**src/rtl/fsr_pkg.sv**
```systemverilog
package fsr_pkg;

    localparam int unsigned SR_W  = 8;
    localparam int unsigned CMD_W = 4;

    typedef enum logic [CMD_W-1:0] {
        CMD_NOP    = 4'd0,
        CMD_PROG   = 4'd1,
        CMD_ERASE  = 4'd2,
        CMD_PROT   = 4'd3,
        CMD_UNPROT = 4'd4,
        CMD_SUSP   = 4'd5,
        CMD_RESUME = 4'd6,
        CMD_CLR    = 4'd7,
        CMD_RDSTAT = 4'd8,
        CMD_RDARR  = 4'd9
    } cmd_e;

    typedef enum logic [1:0] {
        OP_PROG,
        OP_ERASE,
        OP_PROT,
        OP_UNPROT
    } op_e;

    typedef enum logic [1:0] {
        ENG_IDLE,
        ENG_RUN,
        ENG_SUSP_WAIT,
        ENG_HELD
    } eng_e;

    // sticky error flags, order matches status bits 5,4,3,1
    typedef struct packed {
        logic erase_fail;
        logic prog_fail;
        logic vlow;
        logic prot_hit;
    } sticky_t;

    typedef struct packed {
        logic done;
        logic vfail;
        logic vlow;
        logic prot;
        logic badseq;
        logic paused;
    } outcome_t;

    typedef struct packed {
        logic start;
        op_e  op;
        logic susp;
        logic resume;
        logic clr;
        logic rdstat;
        logic rdarr;
    } dec_t;

    function automatic logic is_erase_kind(op_e op);
        return (op == OP_ERASE) || (op == OP_UNPROT);
    endfunction

    function automatic op_e cmd_to_op(cmd_e c);
        op_e r;
        case (c)
            CMD_ERASE:  r = OP_ERASE;
            CMD_PROT:   r = OP_PROT;
            CMD_UNPROT: r = OP_UNPROT;
            default:    r = OP_PROG;
        endcase
        return r;
    endfunction

    function automatic sticky_t fail_bits(op_e op, outcome_t o, logic stale);
        sticky_t s;
        logic    fail;
        s    = '0;
        fail = o.vfail | o.vlow | o.prot | stale;
        if (fail) begin
            if (is_erase_kind(op)) s.erase_fail = 1'b1;
            else                   s.prog_fail  = 1'b1;
        end
        s.vlow     = o.vlow;
        s.prot_hit = o.prot;
        if (o.badseq) begin
            s.erase_fail = 1'b1;
            s.prog_fail  = 1'b1;
        end
        return s;
    endfunction

    function automatic logic [SR_W-1:0] render(eng_e st, sticky_t s);
        logic [SR_W-1:0] w;
        if (st == ENG_RUN || st == ENG_SUSP_WAIT) begin
            w = '0;
        end else begin
            w = {1'b1, (st == ENG_HELD), s.erase_fail, s.prog_fail,
                 s.vlow, 1'b0, s.prot_hit, 1'b0};
        end
        return w;
    endfunction

endpackage

```
**src/rtl/fsr_cmd_dec.sv**
```systemverilog
module fsr_cmd_dec
    import fsr_pkg::*;
(
    input  logic             cmd_vld,
    input  logic [CMD_W-1:0] cmd_op,
    input  eng_e             eng_st,
    output dec_t             dec
);
    cmd_e c;
    logic idle, running, held;

    assign c       = cmd_e'(cmd_op);
    assign idle    = (eng_st == ENG_IDLE);
    assign held    = (eng_st == ENG_HELD);
    assign running = (eng_st == ENG_RUN) || (eng_st == ENG_SUSP_WAIT);

    always_comb begin
        dec    = '0;
        dec.op = cmd_to_op(c);
        if (cmd_vld) begin
            case (c)
                CMD_PROG, CMD_ERASE, CMD_PROT, CMD_UNPROT: dec.start = idle;
                CMD_SUSP:   dec.susp   = (eng_st == ENG_RUN);
                CMD_RESUME: dec.resume = held;
                CMD_CLR:    dec.clr    = !running;
                CMD_RDSTAT: dec.rdstat = 1'b1;
                CMD_RDARR:  dec.rdarr  = !running;
                default:    dec        = dec;
            endcase
        end
    end
endmodule

```
**src/rtl/fsr_status_core.sv**
```systemverilog
module fsr_status_core
    import fsr_pkg::*;
(
    input  logic            clk,
    input  logic            rst,
    input  dec_t            dec,
    input  outcome_t        eng,
    output eng_e            eng_st,
    output sticky_t         sticky,
    output logic            busy,
    output logic            held,
    output logic [SR_W-1:0] live
);
    eng_e    st_q;
    op_e     op_q;
    logic    stale_q;
    sticky_t sticky_q;

    always_ff @(posedge clk) begin
        if (rst) begin
            st_q     <= ENG_IDLE;
            op_q     <= OP_PROG;
            stale_q  <= 1'b0;
            sticky_q <= '0;
        end else begin
            case (st_q)
                ENG_IDLE: begin
                    if (dec.start) begin
                        st_q    <= ENG_RUN;
                        op_q    <= dec.op;
                        stale_q <= sticky_q.erase_fail &&
                                   (dec.op == OP_PROG || dec.op == OP_ERASE);
                    end
                end
                ENG_RUN: begin
                    if (eng.done) begin
                        st_q     <= ENG_IDLE;
                        sticky_q <= sticky_q | fail_bits(op_q, eng, stale_q);
                    end else if (dec.susp) begin
                        st_q <= ENG_SUSP_WAIT;
                    end
                end
                ENG_SUSP_WAIT: begin
                    if (eng.done) begin
                        st_q     <= ENG_IDLE;
                        sticky_q <= sticky_q | fail_bits(op_q, eng, stale_q);
                    end else if (eng.paused) begin
                        st_q <= ENG_HELD;
                    end
                end
                default: begin
                    if (dec.resume) st_q <= ENG_RUN;
                end
            endcase
            if (dec.clr) sticky_q <= '0;
        end
    end

    assign eng_st = st_q;
    assign sticky = sticky_q;
    assign busy   = (st_q == ENG_RUN) || (st_q == ENG_SUSP_WAIT);
    assign held   = (st_q == ENG_HELD);
    assign live   = render(st_q, sticky_q);
endmodule

```
**src/rtl/fsr_read_port.sv**
```systemverilog
module fsr_read_port
    import fsr_pkg::*;
(
    input  logic            clk,
    input  logic            rst,
    input  dec_t            dec,
    input  logic [SR_W-1:0] live,
    input  logic            ce_n,
    input  logic            oe_n,
    input  logic [SR_W-1:0] arr_data,
    output logic [SR_W-1:0] rd_data,
    output logic            stat_mode
);
    localparam logic [SR_W-1:0] SNAP_RST = {1'b1, {(SR_W-1){1'b0}}};

    logic            rd_en;
    logic            mode_q;
    logic [SR_W-1:0] snap_q;

    assign rd_en = !ce_n && !oe_n;

    always_ff @(posedge clk) begin
        if (rst) begin
            mode_q <= 1'b0;
            snap_q <= SNAP_RST;
        end else begin
            if (dec.start || dec.resume || dec.rdstat) mode_q <= 1'b1;
            else if (dec.rdarr)                        mode_q <= 1'b0;
            if (!rd_en) snap_q <= live;
        end
    end

    assign stat_mode = mode_q;
    assign rd_data   = !rd_en ? '0 : (mode_q ? snap_q : arr_data);
endmodule

```
**src/rtl/flash_status_ctrl.sv**
```systemverilog
module flash_status_ctrl
    import fsr_pkg::*;
(
    input  logic             clk,
    input  logic             rst,
    input  logic             cmd_vld,
    input  logic [CMD_W-1:0] cmd_op,
    input  logic             eng_done,
    input  logic             eng_vfail,
    input  logic             eng_vlow,
    input  logic             eng_prot,
    input  logic             eng_badseq,
    input  logic             eng_paused,
    input  logic             ce_n,
    input  logic             oe_n,
    input  logic [SR_W-1:0]  arr_data,
    output logic [SR_W-1:0]  rd_data,
    output logic             stat_mode
);
    dec_t            dec_w;
    outcome_t        eng_w;
    eng_e            st_w;
    sticky_t         sticky_w;
    logic            busy_w;
    logic            held_w;
    logic [SR_W-1:0] live_w;

    assign eng_w = '{done: eng_done, vfail: eng_vfail, vlow: eng_vlow,
                     prot: eng_prot, badseq: eng_badseq, paused: eng_paused};

    fsr_cmd_dec dec_i (
        .cmd_vld (cmd_vld),
        .cmd_op  (cmd_op),
        .eng_st  (st_w),
        .dec     (dec_w)
    );

    fsr_status_core core_i (
        .clk    (clk),
        .rst    (rst),
        .dec    (dec_w),
        .eng    (eng_w),
        .eng_st (st_w),
        .sticky (sticky_w),
        .busy   (busy_w),
        .held   (held_w),
        .live   (live_w)
    );

    fsr_read_port port_i (
        .clk       (clk),
        .rst       (rst),
        .dec       (dec_w),
        .live      (live_w),
        .ce_n      (ce_n),
        .oe_n      (oe_n),
        .arr_data  (arr_data),
        .rd_data   (rd_data),
        .stat_mode (stat_mode)
    );
endmodule

```
**config.mk**
```make
export PLATFORM = sky130hd
export DESIGN_NAME = flash_status_ctrl
export DESIGN_NICKNAME = d
export VERILOG_FILES = /design/src/rtl/fsr_pkg.sv /design/src/rtl/fsr_cmd_dec.sv /design/src/rtl/fsr_status_core.sv /design/src/rtl/fsr_read_port.sv /design/src/rtl/flash_status_ctrl.sv
export SDC_FILE = /design/constraint.sdc
export NUM_CORES = 1
export LEC_CHECK = 0
export BUFFER_PORTS_ARGS = -buffer_cell sky130_fd_sc_hd__buf_2
export CORE_ASPECT_RATIO = 0.8
export CORE_MARGIN = 5
export CORE_UTILIZATION = 55
export CTS_BUF_LIST = sky130_fd_sc_hd__clkbuf_4 sky130_fd_sc_hd__clkbuf_8
export DETAILED_ROUTE_END_ITERATION = 10
export PLACE_DENSITY = 0.82
export SYNTH_ARGS = -nofsm -noshare
export SYNTH_HDL_FRONTEND = slang
export SYNTH_HIERARCHICAL = 1
export SYNTH_SLANG_ARGS = --single-unit
```
**constraint.sdc**
```tcl
create_clock -name clk -period 3.9 [get_ports clk]
set_input_delay 1.17 -clock clk [delete_from_list [all_inputs] [get_ports clk]]
set_output_delay 1.17 -clock clk [all_outputs]
set_load 0.005 [all_outputs]
```
* Word level (Yosys, flattened, before mapping)
Index checks and enable logic that the tools add are counted.
Cells by class: equal/unequal tests 20, mux-type cells 32, bitwise logic cells 5, reduce and logical (&&, ||, !) cells 20
Operator list (count):
- two-way mux 8 bit | 4
- two-way mux 2 bit | 13
- equality test 4 x 3 -> 1 bit (second input constant) | 4
- one-hot mux 2 bit (3 select lines) | 2
- two-way mux 1 bit | 10
- equality test 4 x 2 -> 1 bit (second input constant) | 2
- equality test 4 bit (second input constant) | 2
- two-way mux 4 bit | 2
- bitwise OR 4 bit | 2
- one-hot mux 4 bit (2 select lines) | 1
- equality test 2 x 1 -> 1 bit (second input constant) | 3
- equality test 2 bit (second input constant) | 3
- logical OR 1 bit | 5
- equality test 4 x 1 -> 1 bit (second input constant) | 1
- zero test 2 bit | 2
- != test 2 bit (second input constant) | 2
- AND reduction 4 bit | 1
- nonzero test 2 bit | 2
- nonzero test 4 bit | 1
- OR reduction 4 bit | 1
- zero test 1 bit | 3
- != test 3 x 2 -> 1 bit (second input constant) | 1
- != test 3 bit (second input constant) | 1
- bitwise OR 1 bit | 3
- 5 further kinds | 6
Word-level totals: bits in registers 18, input bits 23

* Depth between registers and ports, before layout
word-level depth 11, gate-level depth with buffers 8, depth with buffers taken out 8

* Modules after synthesis
The synthesis kept the hierarchy.
By module, submodules not included:
- fsr_read_port | instances 1, cells each 57, area each 496.7 sq um, sequential area each 180.2 sq um
- fsr_status_core | instances 1, cells each 58, area each 476.7 sq um, sequential area each 160.2 sq um
- fsr_cmd_dec | instances 1, cells each 25, area each 177.7 sq um, sequential area each 0.0 sq um

* Worst setup path after synthesis
No wires, ideal clock.
path kind input -> output, from in oe_n, to out rd_data[0], arrival 1.638 ns, setup slack 1.092 ns, stages on the path 3, buffers on the path 1, cells stage by stage or2_1 -> buf_6 -> nor2_1
Between the ends: longest elaborated chain between the ends 3
Ends and longest elaborated chain:
- start: declaration | line flash_status_ctrl.sv:15 | input logic oe_n,
- zero test 1 bit | line fsr_read_port.sv:20 | assign rd_en = !ce_n && !oe_n;
- logical AND 1 bit | line fsr_read_port.sv:20
- two-way mux 8 bit | line fsr_read_port.sv:34 | assign rd_data = !rd_en ? '0 : (mode_q ? snap_q : arr_data);
- end: declaration | line flash_status_ctrl.sv:17 | output logic [SR_W-1:0] rd_data,
Every way passes these cells.

* Worst setup path in the final report
from in oe_n, to out rd_data[2]
Same word-level chain as after synthesis.

==> results_dict.tcl <==
set metrics [dict create \
    clk_pin_slew_ns 0.10 \
    r2r_setup_slack_ns 2.02 \
    fin_skew_ns 0.00703 \
    synth_top_area_frac 0.296 \
    avgSynthCellArea_sq_um 8.22 \
    drt_iter0_markers 47 \
    fin_area_sq_um 1290 \
    antenna_found_initial 0 \
    p_total_uw 452 \
    reg2reg_from "core_i/eng_st[0]" \
    yosysTopAreaCell "dfxtp_1" \
    cts_tree "done" \
    vias_per_cell 5.66 \
    worstReg2RegEnd "core_i/eng_st[1]" \
    rsz0062_at_grt "no" \
    cp_slowest_stage_delay_ns 0.36 \
    ys_seq_area_frac 0.296 \
    cts_num_sinks 17 \
    cpMostUsedCell "buf_2" \
    endpoint_kind "output port" \
    die_h_um 50.9 \
    min_from "core_i/op_q[0]" \
    outcome "completed" \
    yosysWarnings 6 \
    post-route-util 0.665 \
    layout-drive-gt1-share 0.277 \
    n_antenna_cell 0 \
    cts_setup_buffers 0 \
    power_frac_comb 0.329 \
    vias 1075 \
    tns_ns 0 \
    core_sq_um 1940 \
    clock_power_share 0.213 \
    p_int_uw 296 \
    p_leak_uw 0.000534 \
    wl_met1_um 1200 \
    yosys_register_bits 17 \
    seqPwrFrac 0.458 \
    required_ns 2.73 \
    p_switching_uw 156 \
    grt.overflow.total 0 \
    fp-row-count 14 \
    synth_area_sq_um 1150 \
    setup_violations 0 \
    tightest_slew_ns 0.542 \
    startpoint "oe_n" \
    grt_usage 0.187 \
    power_density_nw_per_um2 350 \
    globalplace.congestion 0.821 \
    ant_nets 0 \
    wl_met3_um 160 \
    cts_made_buffers 3 \
    ys.flop_type "dfxtp_1" \
    path_buf_inv 2 \
    hold_path_depth 2 \
    fin_crit_ns 3.15 \
    clockBufferDepth 2 \
    path_class "in2out" \
    grt_pass1_wl_um 4390 \
    grt_pass1_vias 1010 \
    fillers 169 \
    max_slew_margin 0.638 \
    cts-resized-gates 0 \
    layout_commonest_cell "buf_2" \
    critical_path.top_delay_family "simple AND/OR/NAND/NOR gates" \
    area_delta_synth_final_pct 12.3 \
    crit_fanout 16 \
    slew_violations 0 \
    start_util 0.592 \
    fmax_mhz 317 \
    finalHoldViolCount 0 \
    wl_met2_um 1230 \
    cts_root_buf "clkbuf_4" \
    path_cells "buf_2, or2_1, nor2_1, buf_2" \
    ys_async_sr_fraction 0 \
    final_cell_mix "31 x buf_2, 17 x a21oi_1, 17 x dfxtp_1" \
    hold_class "reg2reg" \
    route.detailed.drc 0 \
    synth.area.top_cells "dfxtp_1 30%, ha_1 7.6%, a21oi_1 7.4%, mux2i_1 7.0%, nor2_1 4.6%" \
    cts_hold_buf 0 \
    place_area_sq_um 1260 \
    worstPathArrival_ns 1.98 \
    die-width_um 61.2 \
    whs_ns 0.481 \
    wl_um 2600 \
    io_pins 32 \
    crit_path_top_delay_cell "or2_1" \
    synth.distinct_cells 33 \
    worstHoldEndpoint "core_i/op_q[0]" \
    io_buffers 31 \
    cp-start-kind "primary input" \
    synth-edff-count 0 \
    dr.pass1.iters 4 \
    synthCells 140 \
    r2r_cells 6 \
    htreeDepth 1 \
    clk_latency_ns 0.30 \
    swShare 0.346 \
    grt_max_degree 20 \
    die-area_sq_um 3110 \
    wire_per_inst_um 13.7 \
    maxCapViolations 0 \
    max-vdd-ir-drop_mv 0.259 \
    min_period_over_period 0.808 \
    nets 197 \
    dp_hpwl_um 2040 \
    routed.top_layer "met4" \
]
==> per-layer routing <==
layer,GRT usage,vias up
met1,0.251,500
met5,0,-
li1,-,540
met3,0.0529,2
met2,0.294,33
met4,0.0469,0
==> flip-flops by register name (all words and copies together), names as in the netlist <==
signal,count
core_i/eng_st,2
core_i/op_q,1
core_i/stale_q,1
core_i/sticky,4
port_i/snap_q,8
port_i/stat_mode,1
==> cells by family after synthesis <==
| group | Yosys count | synth area share |
|---|---|---|
| flops | 17 | 0.296 |
| simple gates | 57 | 0.297 |
| fa+ha+maj | 7 | 0.0761 |
| other cells | 1 | 0.00326 |
| mux | 8 | 0.0696 |
| buf+inv | 17 | 0.0880 |
| compound gates | 32 | 0.163 |
| xor+xnor | 1 | 0.00761 |
==> worst register-to-register path, delay by kind of cell (launching register included) <==
kind	cells	cell delay, ns
flip-flops	1	0.45
buffers and inverters	2	0.17
adder cells (fa/ha/maj)	1	0.37
AND/OR/NAND/NOR	2	0.75
AO/OA/AOI/OAI	1	0.07
==> final cells by class <==
| cell class | instances | area, sq um | area share |
|---|---|---|---|
| multi-input cells | 107 | 713 | 0.552 |
| well taps | 24 | 30.0 | 0.0232 |
| repair buffers | 31 | 155 | 0.120 |
| clock inverters | 1 | 5.00 | 0.00387 |
| clock buffers | 3 | 22.5 | 0.0174 |
| flip-flops and latches | 17 | 340 | 0.263 |
| inverters | 7 | 26.3 | 0.0203 |
==> worst max path at each step <==
stage                            end  slack (ns)  depth (start not counted)
final                     rd_data[2]        0.75                          4
after global routing      rd_data[3]        0.66                          4
after CTS                 rd_data[2]        0.75                          4
after detailed placement  rd_data[2]        0.75                          4
after global placement    rd_data[7]        0.81                          4
after floorplan           rd_data[0]        1.09                          3
==> through the flow <==
step	worst slack (ns)	cells
3_3_place_gp	0.808	186
2_1_floorplan	1.09	141
5_1_grt	0.662	190
3_5_place_dp	0.751	186
6_report	0.747	190
4_1_cts	0.747	190
==> Yosys cell counts (3+ instances only) <==
library cell / count
a21oi_1: 17
and2b_2: 4
buf_2: 3
buf_4: 3
buf_6: 3
dfxtp_1: 17
ha_1: 7
inv_1: 6
mux2i_1: 8
nand2_1: 4
nand2b_1: 6
nand3b_1: 3
nor2_1: 14
nor3_1: 9
o21ai_0: 7
or3b_1: 3
or3b_2: 5
or4_1: 3
==> power groups by stage <==
stage               logic, uW  clock network, uW  registers, uW
detailed placement        146                  0            211
finish                    149               96.5            207
global placement          140                  0            210
floorplan                 113                  0            203
global route              169                110            210
CTS                       148               97.8            207
Power figures use the tool's default switching activity.
